$ cat config.mk
export PLATFORM = sky130hd
export DESIGN_NAME = load_zone_encoder
export DESIGN_NICKNAME = d
export VERILOG_FILES = /design/src/rtl/lze_pkg.sv /design/src/rtl/lze_classify.sv /design/src/rtl/lze_timeout.sv /design/src/rtl/load_zone_encoder.sv
export SDC_FILE = /design/constraint.sdc
export NUM_CORES = 1
export LEC_CHECK = 0
export BUFFER_PORTS_ARGS = -buffer_cell sky130_fd_sc_hd__buf_2
export CORE_MARGIN = 4
export CORE_UTILIZATION = 60
export CTS_CLUSTER_SIZE = 12
export DETAILED_ROUTE_END_ITERATION = 8
export HOLD_SLACK_MARGIN = 0.03
export PLACE_DENSITY = 0.88
export SETUP_SLACK_MARGIN = 0.15
export SLEW_MARGIN = 20
export SYNTH_ARGS = -nofsm -noshare
export SYNTH_HDL_FRONTEND = slang
export SYNTH_SLANG_ARGS = --single-unit
$ cat constraint.sdc
create_clock -name clk -period 13.2 [get_ports clk]
set_input_delay 0.66 -clock clk [delete_from_list [all_inputs] [get_ports clk]]
set_output_delay 0.66 -clock clk [all_outputs]
set_load 0.005 [all_outputs]
$ cat src/rtl/lze_pkg.sv
package lze_pkg;
  typedef enum logic [2:0] {
    Z_BELOW0 = 3'd0,
    Z_0_1    = 3'd1,
    Z_1_2    = 3'd2,
    Z_2_3    = 3'd3,
    Z_ABOVE3 = 3'd4
  } zone_e;

  // clock-step code for a zone, honouring the outer compare disables
  function automatic logic [1:0] step_of(zone_e z, logic hi_off, logic lo_off);
    case (z)
      Z_ABOVE3: step_of = hi_off ? 2'b01 : 2'b00;
      Z_2_3:    step_of = 2'b01;
      Z_1_2:    step_of = 2'b10;
      Z_0_1:    step_of = 2'b11;
      default:  step_of = lo_off ? 2'b11 : 2'b00;
    endcase
  endfunction

  // strict open interval test with either bound order
  function automatic logic inside_open(logic [11:0] v, logic [11:0] a, logic [11:0] b);
    logic [11:0] lo, hi;
    lo = (a < b) ? a : b;
    hi = (a < b) ? b : a;
    inside_open = (v > lo) && (v < hi);
  endfunction
endpackage

$ cat src/rtl/lze_classify.sv
module lze_classify
  import lze_pkg::*;
#(
  parameter int LIM_W = 12,
  parameter int NLIM  = 4
) (
  input  logic [LIM_W-1:0]      duty_hi,
  input  logic [NLIM*LIM_W-1:0] lim_flat,
  input  zone_e                 zone_prev,
  input  logic                  hi_off,
  input  logic                  lo_off,
  output zone_e                 zone_new,
  output logic                  ovr_hi_w,
  output logic                  und_lo_w,
  output logic                  fault_w
);
  logic [NLIM-1:0] gt, lt, eq;

  for (genvar k = 0; k < NLIM; k++) begin : g_cmp
    assign gt[k] = duty_hi >  lim_flat[k*LIM_W +: LIM_W];
    assign lt[k] = duty_hi <  lim_flat[k*LIM_W +: LIM_W];
    assign eq[k] = duty_hi == lim_flat[k*LIM_W +: LIM_W];
  end

  always_comb begin
    if (gt[NLIM-1])  zone_new = Z_ABOVE3;
    else if (lt[0])  zone_new = Z_BELOW0;
    else if (|eq)    zone_new = zone_prev;
    else             zone_new = zone_e'(3'($countones(gt)));
  end

  assign ovr_hi_w = gt[2];
  assign und_lo_w = lt[1];
  assign fault_w  = (gt[NLIM-1] && !hi_off) || (lt[0] && !lo_off);
endmodule

$ cat src/rtl/lze_timeout.sv
module lze_timeout
  import lze_pkg::*;
#(
  parameter int LIM_W = 12,
  parameter int NLIM  = 4,
  parameter int TMO_W = 5
) (
  input  logic                  clk,
  input  logic                  rst_n,
  input  logic                  upd,
  input  logic                  arm,
  input  logic [LIM_W-1:0]      duty_hi,
  input  logic [NLIM*LIM_W-1:0] lim_flat,
  input  logic [NLIM*LIM_W-1:0] ret_flat,
  input  logic [TMO_W-1:0]      tmo_lim,
  output logic                  tmo_nxt,
  output logic                  tmo_q
);
  localparam int CNT_W = TMO_W + 1;
  localparam logic [CNT_W-1:0] CNT_MAX = '1;

  logic [NLIM-1:0]  in_band;
  logic             band_hit;
  logic [CNT_W-1:0] cnt_q, cnt_inc, cnt_nxt;

  for (genvar k = 0; k < NLIM; k++) begin : g_band
    assign in_band[k] = inside_open(duty_hi, lim_flat[k*LIM_W +: LIM_W],
                                    ret_flat[k*LIM_W +: LIM_W]);
  end

  assign band_hit = arm && (|in_band);
  assign cnt_inc  = (cnt_q == CNT_MAX) ? cnt_q : cnt_q + 1'b1;

  always_comb begin
    cnt_nxt = cnt_q;
    tmo_nxt = tmo_q;
    if (upd) begin
      cnt_nxt = band_hit ? cnt_inc : '0;
      tmo_nxt = band_hit && (cnt_inc > {1'b0, tmo_lim});
    end
  end

  always_ff @(posedge clk) begin
    if (!rst_n) begin
      cnt_q <= '0;
      tmo_q <= 1'b0;
    end else begin
      cnt_q <= cnt_nxt;
      tmo_q <= tmo_nxt;
    end
  end


  tmo_rise_chk: assert property (@(posedge clk) disable iff (!rst_n)
    $rose(tmo_q) |-> ($past(upd) && $past(arm)));


  cnt_hold_chk: assert property (@(posedge clk) disable iff (!rst_n)
    !upd |=> $stable(cnt_q));
endmodule

$ cat src/rtl/load_zone_encoder.sv
module load_zone_encoder
  import lze_pkg::*;
#(
  parameter int DUTY_W = 16,
  parameter int LIM_W  = 12,
  parameter int CODE_W = 3,
  parameter int TMO_W  = 5
) (
  input  logic                clk,
  input  logic                rst_n,
  input  logic [DUTY_W-1:0]   duty,
  input  logic                duty_vld,
  input  logic [LIM_W-1:0]    lim3,
  input  logic [LIM_W-1:0]    lim2,
  input  logic [LIM_W-1:0]    lim1,
  input  logic [LIM_W-1:0]    lim0,
  input  logic [LIM_W-1:0]    ret3,
  input  logic [LIM_W-1:0]    ret2,
  input  logic [LIM_W-1:0]    ret1,
  input  logic [LIM_W-1:0]    ret0,
  input  logic                hi_cmp_off,
  input  logic                lo_cmp_off,
  input  logic [5*CODE_W-1:0] code_tbl,
  input  logic [CODE_W-1:0]   stby_code,
  input  logic                hys_en,
  input  logic                tmo_en,
  input  logic [TMO_W-1:0]    tmo_lim,
  input  logic                flt_in_n,
  input  logic                flt_gate_en,
  output logic [1:0]          step_code,
  output logic [CODE_W-1:0]   zone_code,
  output logic                over_hi,
  output logic                under_lo,
  output logic                fault_flag
);
  localparam int NLIM = 4;

  logic [LIM_W-1:0]      duty_hi;
  logic [NLIM*LIM_W-1:0] lim_flat, ret_flat;
  zone_e                 zone_q, zone_new, zone_nxt;
  logic                  ovr_hi_w, und_lo_w, fault_w;
  logic                  tmo_nxt, tmo_q, flt_ovr;

  assign duty_hi  = duty[DUTY_W-1 -: LIM_W];
  assign lim_flat = {lim3, lim2, lim1, lim0};
  assign ret_flat = {ret3, ret2, ret1, ret0};
  assign flt_ovr  = flt_gate_en && !flt_in_n;

  lze_classify #(.LIM_W(LIM_W), .NLIM(NLIM)) u_cls (
    .duty_hi  (duty_hi),
    .lim_flat (lim_flat),
    .zone_prev(zone_q),
    .hi_off   (hi_cmp_off),
    .lo_off   (lo_cmp_off),
    .zone_new (zone_new),
    .ovr_hi_w (ovr_hi_w),
    .und_lo_w (und_lo_w),
    .fault_w  (fault_w)
  );

  lze_timeout #(.LIM_W(LIM_W), .NLIM(NLIM), .TMO_W(TMO_W)) u_tmo (
    .clk     (clk),
    .rst_n   (rst_n),
    .upd     (duty_vld),
    .arm     (hys_en && tmo_en),
    .duty_hi (duty_hi),
    .lim_flat(lim_flat),
    .ret_flat(ret_flat),
    .tmo_lim (tmo_lim),
    .tmo_nxt (tmo_nxt),
    .tmo_q   (tmo_q)
  );

  assign zone_nxt = duty_vld ? zone_new : zone_q;

  always_ff @(posedge clk) begin
    if (!rst_n) begin
      zone_q     <= Z_BELOW0;
      step_code  <= 2'b00;
      zone_code  <= '0;
      over_hi    <= 1'b0;
      under_lo   <= 1'b0;
      fault_flag <= 1'b0;
    end else begin
      zone_q    <= zone_nxt;
      step_code <= step_of(zone_nxt, hi_cmp_off, lo_cmp_off);
      zone_code <= (tmo_nxt || flt_ovr) ? stby_code
                                        : code_tbl[CODE_W*int'(zone_nxt) +: CODE_W];
      if (duty_vld) begin
        over_hi    <= ovr_hi_w;
        under_lo   <= und_lo_w;
        fault_flag <= fault_w;
      end
    end
  end


  zone_hold_chk: assert property (@(posedge clk) disable iff (!rst_n)
    !duty_vld |=> $stable(zone_q));


  mid_step_chk: assert property (@(posedge clk) disable iff (!rst_n)
    (zone_q inside {Z_0_1, Z_1_2, Z_2_3}) |-> (step_code != 2'b00));


  flt_standby_chk: assert property (@(posedge clk) disable iff (!rst_n)
    (flt_gate_en && !flt_in_n) |=> (zone_code == $past(stby_code)));


  flag_hold_chk: assert property (@(posedge clk) disable iff (!rst_n)
    !duty_vld |=> $stable({over_hi, under_lo, fault_flag}));
endmodule

==> results.md, run 1 <==
* Status: completed
* Grt ovf at 0
* Cell row count at 38
* Worst setup path category: input port to flip-flop
* Die Outline Area at 0.0127 sq mm
* Top-area cell type share of the netlist area at 36.6%
* Antenna violations before repair at 0
* CP required at 13.36 ns
* Compound-gate portion of the synthesized area at 27.6%
* Buffers on Ports at 147
* Total iterations of the first detailed-routing run at 5
* Post-CTS setup repair buffer count at 0
* Peak clock frequency supported by timing at 0.182 GHz
* Synthesized-area fraction occupied by and/or/nand/nor cells at 20.3%
* Count of placed standard cells in the final layout, fillers left out at 1200
* Starting density of the core at 61.2%
* Synthesized area per cell at 7.12 sq um
* Detailed placer's ending HPWL at 15300 microns
* Async set-or-reset flop fraction in the synthesized netlist at 0%
* Maximum Capacitance Violations at 0
* Endpoint kind of the worst setup timing path: flip-flop
* Type of the most critical hold path: flip-flop to flip-flop
* Area added between synthesis and finish at 14.0%
* Vias per cell at 5.89
* Iteration-0 DRC Markers at 440
* Crit path setup slack, layout at 7.70 ns
* Core outline area at 0.0108 sq mm
* Startpoint Class: input port
* Min cycle time layout at 5.50 ns
* Post-synth cell types at 70
* Pre-CTS WS at 7.48 ns
* Area of the mapped netlist at 0.00660 sq mm
* Headroom to the max-slew limit at 27.5%
* Number of ports placed on the die boundary at 152
* Vias after detailed routing at 7072
* Number of global-route vias before repair at 6707
* Max Slew Vio Count at 0
* Post-CTS Hold Buffers at 0
* Leak at 3.99 nW
* Proportion of synthesized area in mux cells at 2.29%
* Cell-by-cell listing of the critical path: buf_2, inv_1, ha_1, a211oi_1, o21ai_0, a211oi_4, buf_4, mux2_2, ha_1, nand4_1, nor3_1, a2111oi_0, o41ai_1, a2111o_1, o2111ai_1, o21ai_1, and2_1, a311oi_2
* Most common cell type on the critical path: ha_1
* Clock root buffer: clkbuf_8
* Maximum number of pins on one net before global-route repair at 47
* Tightest Pin Transition at 1.06 ns
* Cell count after synthesis at 927
* Number of enable flip-flop cells after synthesis at 0
* H-tree depth at 1
* Critical-path top delay cell: a211oi_4
* Proportion of synthesized chip area in sequential cells at 5.46%
* Synth Net Count at 1265
* Setup-failing EPs final at 0
* Antenna cells at 0
* Dominant register cell in the synthesized netlist: dfxtp_1
* Cell accounting for the most synthesized area: ha_1
* Layout cells sized above 1 at 16.8%
* Synth warnings at 0
* TritonCTS clock tree: done
* Count of nets left with antenna violations after detail routing at 0
* Weighted congestion reported at the end of routability-driven placement at 0.907
* Clock input transition at the sequential cells of the worst setup and hold paths at 0.06 ns
* Unrepaired setup endpoints after global routing: false
* Parity-gate share of the synthesized area counting xor and xnor cells at 0.265%
* Net count of the finished layout at 1400
* Combinational family with the most area after synthesis: adder cells
* Residual DRC count at 0
* Sink Count at 18
* Number of placed instances, taps included at 1197
* Worst stage delay on the critical path at 0.61 ns
* Synthesized flop and latch total at 18
* Post_cts resized at 0
* Worst supply voltage drop on vdd at 0.0000812 V
* Arrival time reported for the critical path endpoint at 5.66 ns
* Number of buffers added by the clock tree synthesis step at 3
* Part of the cycle the worst path needs at 41.7%
* Pwr dens at 55.2 mW/mm^2
* Post-Route Setup TNS at 0 ns
* Wire length reported by the detailed router at 17900 microns
* Count of final hold-check violations at 0
* Maximum fanout along the worst path at 29
* Core occupancy in the finished layout at 69.7%
* Share of synthesized cell area in full adder, half adder and majority cells at 36.9%
* Horizontal extent of the die at 113 microns
* Total GRT Usage at 27.5%
* Longest Clk Path Bufs at 2
* Post-detailed-route wirelength per cell at 15.0 microns
* Clock tree skew after final layout at 0.00102 ns
* DIE HEIGHT at 113 microns
* Insertion delay of the later-clocked pin in the worst-skew pair at 0.25 ns
* Largest cells by area after synthesis: ha_1, a21oi_1, nor2_1, inv_1, dfxtp_1
* Global-route wire length before repair at 29700 microns
## state kept, by name, indices dropped and copies added, names as in the netlist
register     cells
over_hi          1
zone_code        3
fault_flag       1
zone_q           3
u_tmo.cnt_q      6
step_code        2
u_tmo.tmo_q      1
under_lo         1
## synth_stat cells (all sizes together) (3+ instances only)
| cell | count |
|---|---|
| o21a | 10 |
| o21ai | 29 |
| a211o | 5 |
| nand4 | 30 |
| nor3 | 16 |
| mux2 | 9 |
| and4 | 5 |
| nor4 | 3 |
| a221oi | 3 |
| nand2 | 53 |
| nor4b | 3 |
| nor2 | 121 |
| a311oi | 3 |
| o211ai | 11 |
| mux2i | 5 |
| a21oi | 151 |
| or2 | 3 |
| clkbuf | 19 |
| nand2b | 6 |
| dfxtp | 18 |
| inv | 104 |
| nand3 | 18 |
| a21o | 24 |
| a211oi | 19 |
| and3 | 3 |
| nor2b | 15 |
| and2 | 4 |
| ha | 193 |
| a2111oi | 7 |
## kinds of logic (layout without fill, tap and decap cells)
group | count (synthesis) | in the layout
AOI/OAI and AO/OA | 289 | 289
xor gates and xnor gates | 2 | 2
adders and majority gates | 194 | 194
buffers and inverters | 126 | 259
DFF | 18 | 18
muxes | 14 | 14
and+or+nand+nor | 284 | 284
## layout by cell type, fill, tap and decap left out, drive strengths merged, types with 3 or more instances in the layout
| cell type | instances |
|---|---|
| a2111oi | 7 |
| a211o | 5 |
| a211oi | 19 |
| a21o | 24 |
| a21oi | 151 |
| a221oi | 3 |
| a311oi | 3 |
| and2 | 4 |
| and3 | 3 |
| and4 | 5 |
| buf | 151 |
| clkbuf | 3 |
| dfxtp | 18 |
| ha | 193 |
| inv | 104 |
| mux2 | 9 |
| mux2i | 5 |
| nand2 | 53 |
| nand2b | 6 |
| nand3 | 18 |
| nand4 | 30 |
| nor2 | 121 |
| nor2b | 15 |
| nor3 | 16 |
| nor4 | 3 |
| nor4b | 3 |
| o211ai | 11 |
| o21a | 10 |
| o21ai | 29 |
| or2 | 3 |
## worst paths after layout
kind | startpoint | to | slack [ns] | cells past startpoint
setup / recovery | ret0[5] | zone_code[2] | 7.70 | 18
hold / removal | over_hi | over_hi | 0.49 | 2
setup reg to reg | u_tmo.cnt_q[0] | zone_code[1] | 9.59 | 14
hold reg to reg | over_hi | over_hi | 0.49 | 2
## stage by stage
stage	total power, W	hold slack (ns)	cell area, sq um
after global routing	0.000467	0.540	7520
final	0.000415	0.495	7520
after CTS	0.000414	0.503	7520
after floorplan	0.000280	0.469	6600
after global placement	0.000364	0.470	7480
after detailed placement	0.000375	0.486	7480
## cell type report
| cell class | instances | area, sq um |
|---|---|---|
| multi-input combinational | 783 | 5790 |
| fill | 943 | 3270 |
| timing repair buffer | 151 | 766 |
| inverter | 105 | 394 |
| sequential | 18 | 360 |
| tap | 140 | 175 |
| clock buffer | 3 | 41.3 |
## layer usage
| layer | GRT usage [%] | part of all wire (%) | wire (microns) | vias up |
|---|---|---|---|---|
| met2 | 49.3 | 48 | 8680 | 217 |
| met5 | 0 | 0 | 0 | - |
| met4 | 8.33 | 2.7 | 479 | 0 |
| li1 | - | - | - | 3676 |
| met3 | 2.73 | 5.8 | 1040 | 40 |
| met1 | 34.6 | 43 | 7750 | 3139 |
## critical path, delay by kind of cell
family                     cells  cell delay (ns)
adders and majority gates      2             0.58
and+or+nand+nor                3             0.42
buffers and inverters          3             0.55
muxes                          1             0.38
AOI/OAI and AO/OA              9             3.06
## report_power, final
group	total, W	switching [W]	internal (W)
sequential	0.0000599	0.00000150	0.0000584
clock	0.0000376	0.0000173	0.0000203
combinational	0.000318	0.000182	0.000136
total	0.000415	0.000201	0.000214
Note: power is estimated with default switching activity, not from simulation.
==> run 2: changes to the inputs <==
--- a/config.mk
+++ b/config.mk
@@ -5,13 +5,14 @@
 export SDC_FILE = /design/constraint.sdc
 export NUM_CORES = 1
 export LEC_CHECK = 0
+export ABC_AREA = 1
 export BUFFER_PORTS_ARGS = -buffer_cell sky130_fd_sc_hd__buf_2
 export CORE_MARGIN = 4
-export CORE_UTILIZATION = 60
+export CORE_UTILIZATION = 52
 export CTS_CLUSTER_SIZE = 12
 export DETAILED_ROUTE_END_ITERATION = 8
 export HOLD_SLACK_MARGIN = 0.03
-export PLACE_DENSITY = 0.88
+export PLACE_DENSITY = 0.8
 export SETUP_SLACK_MARGIN = 0.15
 export SLEW_MARGIN = 20
 export SYNTH_ARGS = -nofsm -noshare
==> constraint.sdc (replaced) <==
create_clock -name clk -period 4.71 [get_ports clk]
set_input_delay 0.2355 -clock clk [delete_from_list [all_inputs] [get_ports clk]]
set_output_delay 0.2355 -clock clk [all_outputs]
set_load 0.005 [all_outputs]
==> run 2 against run 1 <==
Against the previous run: worst setup slack got worse by 6.7 ns; flip-flop and latch count unchanged; routed wire length increased by 0.80%; register-to-register slack got worse by 7.5 ns; synthesized area increased by 2.9%; total power increased to 2.9 times the previous value; die area increased by 17%; first-iteration DRC count decreased by 4.5%; sequential power increased to 2.8 times the previous value; combinational power increased to 2.7 times the previous value; via count increased by 4.9%; largest cell class unchanged.
==> results.md, run 2 <==
* Antenna violations before repair at 1 (+1)
* Max Slew Vio Count at 0 (unchanged)
* Layout cells sized above 1 at 14.7% (-2.1 points)
* Startpoint Class: input port
* Detailed placer's ending HPWL at 15600 microns (+2.0%)
* Proportion of synthesized chip area in sequential cells at 5.30% (-0.15 points)
* Total iterations of the first detailed-routing run at 5 (unchanged)
* Synthesized area per cell at 6.11 sq um (-14%)
* Critical-path top delay cell: nand2_1
* Maximum Capacitance Violations at 0 (unchanged)
* Clock root buffer: clkbuf_16
* Pre-CTS WS at 0.827 ns (-6.65 ns)
* Area of the mapped netlist at 0.00679 sq mm (+2.9%)
* Leading cell types in the layout, fill and taps excluded: nand2_1, ha_1, inv_1
* Count of nets left with antenna violations after detail routing at 0 (unchanged)
* Most common cell type on the critical path: nand2_1
* Most flops, register: u_tmo.cnt_q
* Worst supply voltage drop on vdd at 0.000138 V (+70%)
* Post-synth cell types at 43 (-39%)
* Post-CTS Hold Buffers at 0 (unchanged)
* Wire length reported by the detailed router at 18100 microns (+0.80%)
* Arrival time reported for the critical path endpoint at 3.82 ns (-1.84 ns)
* Count of final hold-check violations at 0 (unchanged)
* H-tree depth at 1 (unchanged)
* Residual DRC count at 0 (unchanged)
* Pwr dens at 155 mW/mm^2 (+180%)
* Clock tree skew after final layout at 0.00201 ns (+0.000995 ns)
* Weighted congestion reported at the end of routability-driven placement at 0.871 (-3.9%)
* Net count of the finished layout at 1588 (+13%)
* Cell accounting for the most synthesized area: ha_1
* Flip-flop count of the largest register, all copies and words added at 6 (unchanged)
* Endpoint kind of the worst setup timing path: flip-flop
* Worst stage delay on the critical path at 0.65 ns (+0.04 ns)
* Most frequent cells after synthesis: nand2_1, ha_1, inv_1
* Maximum number of pins on one net before global-route repair at 36 (-23%)
* Area added between synthesis and finish at 15.1%
* TritonCTS clock tree: done
* Horizontal extent of the die at 122 microns (+8.3%)
* Post_cts resized at 0 (unchanged)
* Status: completed
* Largest registers: u_tmo.cnt_q: 6 flops, zone_code: 3 flops, zone_q: 3 flops
* Global-route wire length before repair at 30700 microns (+3.3%)
* Type of the most critical hold path: input port to flip-flop
* Number of buffers added by the clock tree synthesis step at 3 (unchanged)
* Setup-failing EPs final at 0 (unchanged)
* Longest Clk Path Bufs at 2 (unchanged)
* Peak clock frequency supported by timing at 0.272 GHz
* Number of global-route vias before repair at 7060 (+5.3%)
* Synth warnings at 0 (unchanged)
* Number of ports placed on the die boundary at 152 (unchanged)
* Top-area cell type share of the netlist area at 35.5% (-1.0 points)
* Most common cell after layout, fill and taps aside: nand2_1
* Min cycle time layout at 3.68 ns
* Core outline area at 0.0127 sq mm (+18%)
* Number of enable flip-flop cells after synthesis at 0 (unchanged)
* Crit path setup slack, layout at 1.03 ns (-6.67 ns)
* Buffers on Ports at 147 (unchanged)
* Launch point of the worst hold path: hi_cmp_off
* Worst setup path category: input port to flip-flop
* Total GRT Usage at 24.4% (-3.0 points)
* Starting density of the core at 53.4% (-7.8 points)
* Post-detailed-route wirelength per cell at 12.7 microns (-15%)
* CP required at 4.85 ns (-8.51 ns)
* Headroom to the max-slew limit at 40.5% (+13 points)
* Post-CTS setup repair buffer count at 0 (unchanged)
* Tightest Pin Transition at 0.890 ns (-0.170 ns)
* Cell count after synthesis at 1111 (+20%)
* Part of the cycle the worst path needs at 78.0%
* Grt ovf at 0 (unchanged)
* Unrepaired setup endpoints after global routing: false
* Vias per cell at 5.22 (-11%)
* Async set-or-reset flop fraction in the synthesized netlist at 0% (unchanged)
* Clock input transition at the sequential cells of the worst setup and hold paths at 0.05 ns (about the same)
* Area of all placed cells without fillers at 0.00782 sq mm (+3.9%)
* DIE HEIGHT at 122 microns (+8.3%)
* Antenna cells at 0 (unchanged)
* Fill cell total of the finished layout at 1312 (+39%)
* Die Outline Area at 0.0150 sq mm (+17%)
* Sink Count at 18 (unchanged)
* Total cell area at the placement stage at 0.00773 sq mm (+3.3%)
* Maximum fanout along the worst path at 35 (+21%)
* Synthesized flop and latch total at 18 (unchanged)
* Leak at 4.57 nW (+14%)
* Iteration-0 DRC Markers at 420 (-4.5%)
* Vias after detailed routing at 7420 (+4.9%)
* Crit path from: ret2[11]
* Dominant register cell in the synthesized netlist: dfxtp_1
* Largest cells by area after synthesis: ha_1, nand2_1, inv_1, o21ai_0, a21oi_1
* Origin of the critical flop-to-flop path: u_tmo.cnt_q[1]
* Most used standard cell by instance count after synthesis: nand2_1
* Cell row count at 41 (+7.9%)
* Post-Route Setup TNS at 0 ns (unchanged)
* Synth Net Count at 1449 (+15%)
* Insertion delay of the later-clocked pin in the worst-skew pair at 0.25 ns (about the same)
## run 2: cell types whose count changed after synthesis, moves of 24 or more
cell / delta
o21ai_0: +88
inv_1: +73
a21oi_1: -59
a21o_1: -24
nand2_1: +264
nor2_1: -57
## run 2: path summary, 6_finish.rpt
path,to,slack (ns),cells past startpoint
worst min-delay path,fault_flag,0.27,3
worst min register to register,u_tmo.cnt_q[3],0.47,2
worst max-delay path,zone_code[1],1.03,26
worst max register to register,zone_code[1],2.09,16
## run 2: per-stage QoR
step / util [%] / cells / hold slack, ns / total power, W
after floorplan: - / 1111 / 0.357 / 0.000775
after global placement: 60.7 / 1417 / 0.457 / 0.00100
after detailed placement: 60.7 / 1417 / 0.465 / 0.00103
after CTS: 61.4 / 1421 / 0.264 / 0.00122
after global routing: 61.4 / 1421 / 0.295 / 0.00138
final: 61.4 / 1421 / 0.266 / 0.00121
## run 2: worst max-delay path, delay by kind of cell
kind / cells / cell delay (ns)
buf+inv: 5 / 0.33
compound gates: 3 / 0.40
fa+ha+maj: 2 / 0.64
simple gates: 16 / 2.19
## run 2: routing by layer
layer	routed length [microns]	vias to the layer above	track usage, %
li1	-	3966	-
met1	8440	3253	32.8
met2	8400	177	42.7
met3	989	22	2.95
met4	249	2	3.92
met5	13	-	0
## run 2: layout make-up
| cell class | instances | area [sq um] | share of cell area, % |
|---|---|---|---|
| Multi-Input combinational cell | 890 | 5660 | 72.4 |
| Timing Repair Buffer | 158 | 818 | 10.5 |
| Inverter | 179 | 672 | 8.59 |
| Sequential cell | 18 | 360 | 4.61 |
| Tap cell | 172 | 215 | 2.75 |
| Clock buffer | 4 | 88.8 | 1.14 |
## run 2: cell families after synthesis
group | Yosys count | synth area share (%)
buffers and inverters | 203 | 11.3
AND/OR/NAND/NOR | 448 | 27.4
XOR/XNOR | 2 | 0.258
adder cells (fa/ha/maj) | 194 | 35.8
flip-flops | 18 | 5.30
AO/OA/AOI/OAI | 246 | 19.9
## run 2: power by group
part           leakage [nW]  total [W]  internal (W)  switching (W)
clock                0.0442   0.000183      0.000129      0.0000536
combinational          4.37   0.000864      0.000346       0.000518
sequential            0.147   0.000167      0.000164     0.00000375
total                  4.57    0.00121      0.000639       0.000575
==> run 3: changes to the inputs <==
--- a/config.mk
+++ b/config.mk
@@ -8,11 +8,11 @@
 export ABC_AREA = 1
 export BUFFER_PORTS_ARGS = -buffer_cell sky130_fd_sc_hd__buf_2
 export CORE_MARGIN = 4
-export CORE_UTILIZATION = 52
+export CORE_UTILIZATION = 57
 export CTS_CLUSTER_SIZE = 12
 export DETAILED_ROUTE_END_ITERATION = 8
 export HOLD_SLACK_MARGIN = 0.03
-export PLACE_DENSITY = 0.8
+export PLACE_DENSITY = 0.83
 export SETUP_SLACK_MARGIN = 0.15
 export SLEW_MARGIN = 20
 export SYNTH_ARGS = -nofsm -noshare
==> constraint.sdc (replaced) <==
create_clock -name clk -period 3.45 [get_ports clk]
set_input_delay 0.1725 -clock clk [delete_from_list [all_inputs] [get_ports clk]]
set_output_delay 0.1725 -clock clk [all_outputs]
set_load 0.005 [all_outputs]
==> run 3 against run 2 <==
Against the previous run: cell area rose by 15%; total power rose by 63%; sequential power rose by 37%; non-clock buffer count rose by 48; worst setup slack got worse by 0.87 ns; routed wire length rose by 17%; critical path depth fell by 5; critical path type unchanged; flip-flop and latch count did not move; cell count rose by 1.4%; highest routed layer is now met4; register-to-register slack got worse by 1.3 ns.
==> results.md, run 3 (synthesis results as in run 2) <==
* Status: completed
* H-tree depth at 1 (unchanged)
* Met2 track demand over resource at 44.0% (+1.2 points)
* Die Outline Area at 0.0137 sq mm (-8.2%)
* Sequential cell area in the final layout at 360 sq um (unchanged)
* Count of final hold-check violations at 0 (unchanged)
* Global-route wire length before repair at 29300 microns (-4.5%)
* Startpoint Class: input port
* Most common cell after layout, fill and taps aside: nand2_1
* Area occupied by multi-input gates at 0.00627 sq mm (+11%)
* GRT Max-Usage Layer: met2
* Weighted congestion reported at the end of routability-driven placement at 0.909 (+4.4%)
* Clock input transition at the sequential cells of the worst setup and hold paths at 0.05 ns (about the same)
* Residual DRC count at 0 (unchanged)
* Number of ports placed on the die boundary at 152 (unchanged)
* Worst setup path category: input port to flip-flop
* Post-detailed-route wirelength per cell at 14.7 microns (+16%)
* Vias per cell at 5.59 (+7.0%)
* Combinational share of power at 75.4% (+4.2 points)
* Peak clock frequency supported by timing at 0.305 GHz
* Pre-CTS WS at -0.0311 ns (-0.858 ns)
* Most common cell type on the critical path: nand2_1
* Count of cell instances traversed by the critical path at 21 (-19%)
* Insertion delay of the later-clocked pin in the worst-skew pair at 0.25 ns (about the same)
* CP required at 3.59 ns (-1.26 ns)
* Total GRT Usage at 25.5% (+1.1 points)
* Largest registers: u_tmo.cnt_q: 6 flops, zone_code: 3 flops, zone_q: 3 flops
* Switching Share at 47.3% (-0.063 points)
* Maximum number of pins on one net before global-route repair at 48 (+33%)
* Maximum fanout along the worst path at 5 (-86%)
* Fraction of met1 tracks used by global routing at 34.4% (+1.6 points)
* Cell row count at 39 (-4.9%)
* Met3 usage in global routing at 2.31% (-0.64 points)
* Clock network fraction of design power at 13.1% (-1.9 points)
* Detailed placer's ending HPWL at 15700 microns (+0.63%)
* Worst stage delay on the critical path at 0.53 ns (-0.12 ns)
* Net count of the finished layout at 1636 (+3.0%)
* Total iterations of the first detailed-routing run at 5 (unchanged)
* Most flops, register: u_tmo.cnt_q
* Clock tree skew after final layout at 0.00475 ns (+0.00273 ns)
* Sink Count at 18 (unchanged)
* Buffering stage count on the worst path with inverters included at 3 (-2)
* DIE HEIGHT at 117 microns (-4.2%)
* Sequential group share of total power at 11.6% (-2.2 points)
* Fill cell total of the finished layout at 859 (-35%)
* Iteration-0 DRC Markers at 644 (+53%)
* Area added between synthesis and finish at 32.0%
* Core occupancy in the finished layout at 77.5% (+16 points)
* Flip-flop count of the largest register, all copies and words added at 6 (unchanged)
* Unrepaired setup endpoints after global routing: true
* Tightest Pin Transition at 0.494 ns (-0.396 ns)
* Origin of the critical flop-to-flop path: u_tmo.cnt_q[0]
* Core outline area at 0.0116 sq mm (-9.1%)
* Longest Clk Path Bufs at 2 (unchanged)
* Antenna violations before repair at 0 (-1)
* Type of the most critical hold path: input port to flip-flop
* Horizontal extent of the die at 117 microns (-4.2%)
* Starting density of the core at 58.7% (+5.3 points)
* Vias after detailed routing at 8054 (+8.5%)
* Setup-failing EPs final at 0 (unchanged)
* Critical-path top delay cell: fa_1
* Cell-by-cell listing of the critical path: buf_2, buf_6, ha_4, nand2_2, nor2_4, nand2_1, a21oi_2, nor2_2, a31oi_1, ha_1, ha_2, fa_1, o21ai_2, o21ai_4, inv_2, nand2_1, nand2_1, a21oi_2, nand4_1, nand2_1, nor2_1
* Number of global-route vias before repair at 6930 (-1.8%)
* Number of buffers added by the clock tree synthesis step at 3 (unchanged)
* Worst Hold Margin at 0.212 ns (-0.0534 ns)
* Launch point of the worst hold path: rst_n
* Cells on Worst Hold Path at 3 (unchanged)
* Clock root buffer: clkbuf_16
* Leading cell types in the layout, fill and taps excluded: nand2_1, inv_1, ha_1
* Count of nets left with antenna violations after detail routing at 0 (unchanged)
* Worst R2R End: zone_code[2]
* Sw power at 0.000933 W (+62%)
* Grt ovf at 0 (unchanged)
* Hold Path End: zone_code[0]
* R2R cell count at 16 (unchanged)
* Int Power at 0.00104 W (+63%)
* Family with the most delay on the worst path: adder cells
* Crit path setup slack, layout at 0.167 ns (-0.867 ns)
* Worst supply voltage drop on vdd at 0.000228 V (+66%)
* Maximum Capacitance Violations at 0 (unchanged)
* Max Slew Vio Count at 0 (unchanged)
* Arrival time reported for the critical path endpoint at 3.43 ns (-0.39 ns)
* Leak at 4.92 nW (+7.7%)
* Overall power at 0.00197 W (+63%)
* Wire length reported by the detailed router at 21200 microns (+17%)
* Pwr dens at 220 mW/mm^2 (+42%)
* Endpoint kind of the worst setup timing path: flip-flop
* Buffers on Ports at 147 (unchanged)
* Part of the cycle the worst path needs at 95.1%
* Slack of the worst reg-to-reg path at 0.74 ns (-1.35 ns)
* Headroom to the max-slew limit at 67.0% (+27 points)
* Min cycle time layout at 3.28 ns
* TritonCTS clock tree: done
* Layout cells sized above 1 at 25.9% (+11 points)
-- run 3: changes by cell type in the layout (fill, tap and decap cells not counted), sizes merged --
cell    before  now
buf        158  201
clkbuf       4    9
diode        0    1
-- run 3: how the worst max path moves through the flow --
stage,from,end
final,duty[9],zone_code[2]
after global routing,ret0[10],u_tmo.cnt_q[3]
after detailed placement,duty[11],zone_code[2]
after CTS,duty[11],zone_code[2]
after global placement,duty[11],zone_code[2]
after floorplan,ret0[11],zone_code[0]
-- run 3: routing by layer --
layer / routed length (microns) / vias up / share of wire, %
met5: 0 / - / 0
met4: 639 / 0 / 3.0
met3: 1200 / 56 / 5.6
met2: 10300 / 278 / 49
met1: 9090 / 3649 / 43
li1: - / 4071 / -
-- run 3: power by group through the flow --
| stage | sequential [W] | combinational [W] | clock [W] |
|---|---|---|---|
| final | 0.000228 | 0.00149 | 0.000258 |
| after global routing | 0.000229 | 0.00167 | 0.000266 |
| after CTS | 0.000228 | 0.00122 | 0.000254 |
| after detailed placement | 0.000232 | 0.00121 | 0 |
| after global placement | 0.000232 | 0.00118 | 0 |
| after floorplan | 0.000234 | 0.000825 | 0 |
-- run 3: stage by stage --
stage / instance area, sq um / instances / setup TNS [ns]
floorplan: 6790 / 1111 / 0
global placement: 7920 / 1412 / 0
detailed placement: 7920 / 1412 / -0.0311
CTS: 8010 / 1416 / 0
global route: 8960 / 1440 / -0.000905
finish: 8970 / 1441 / 0
-- run 3: area by class of cell --
cell class / instances / area share (%)
Sequential cell: 18 / 4.02
Clock buffer: 4 / 0.991
Tap cell: 143 / 2.00
Inverter: 179 / 7.49
Timing Repair Buffer: 206 / 15.6
Multi-Input combinational cell: 890 / 69.9
Antenna cell: 1 / 0.0279
-- run 3: tightest hold or removal path, cell delays in order --
cell and delay [ns]:
buf_2 0.13, nand2_1 0.07, nor2_1 0.04
-- run 3: timing repair --
item / CTS / global route
setup endpoints to repair: 0 / 12
hold buffers: 0 / 0
resized for setup: 0 / 167
setup buffers: 0 / 19
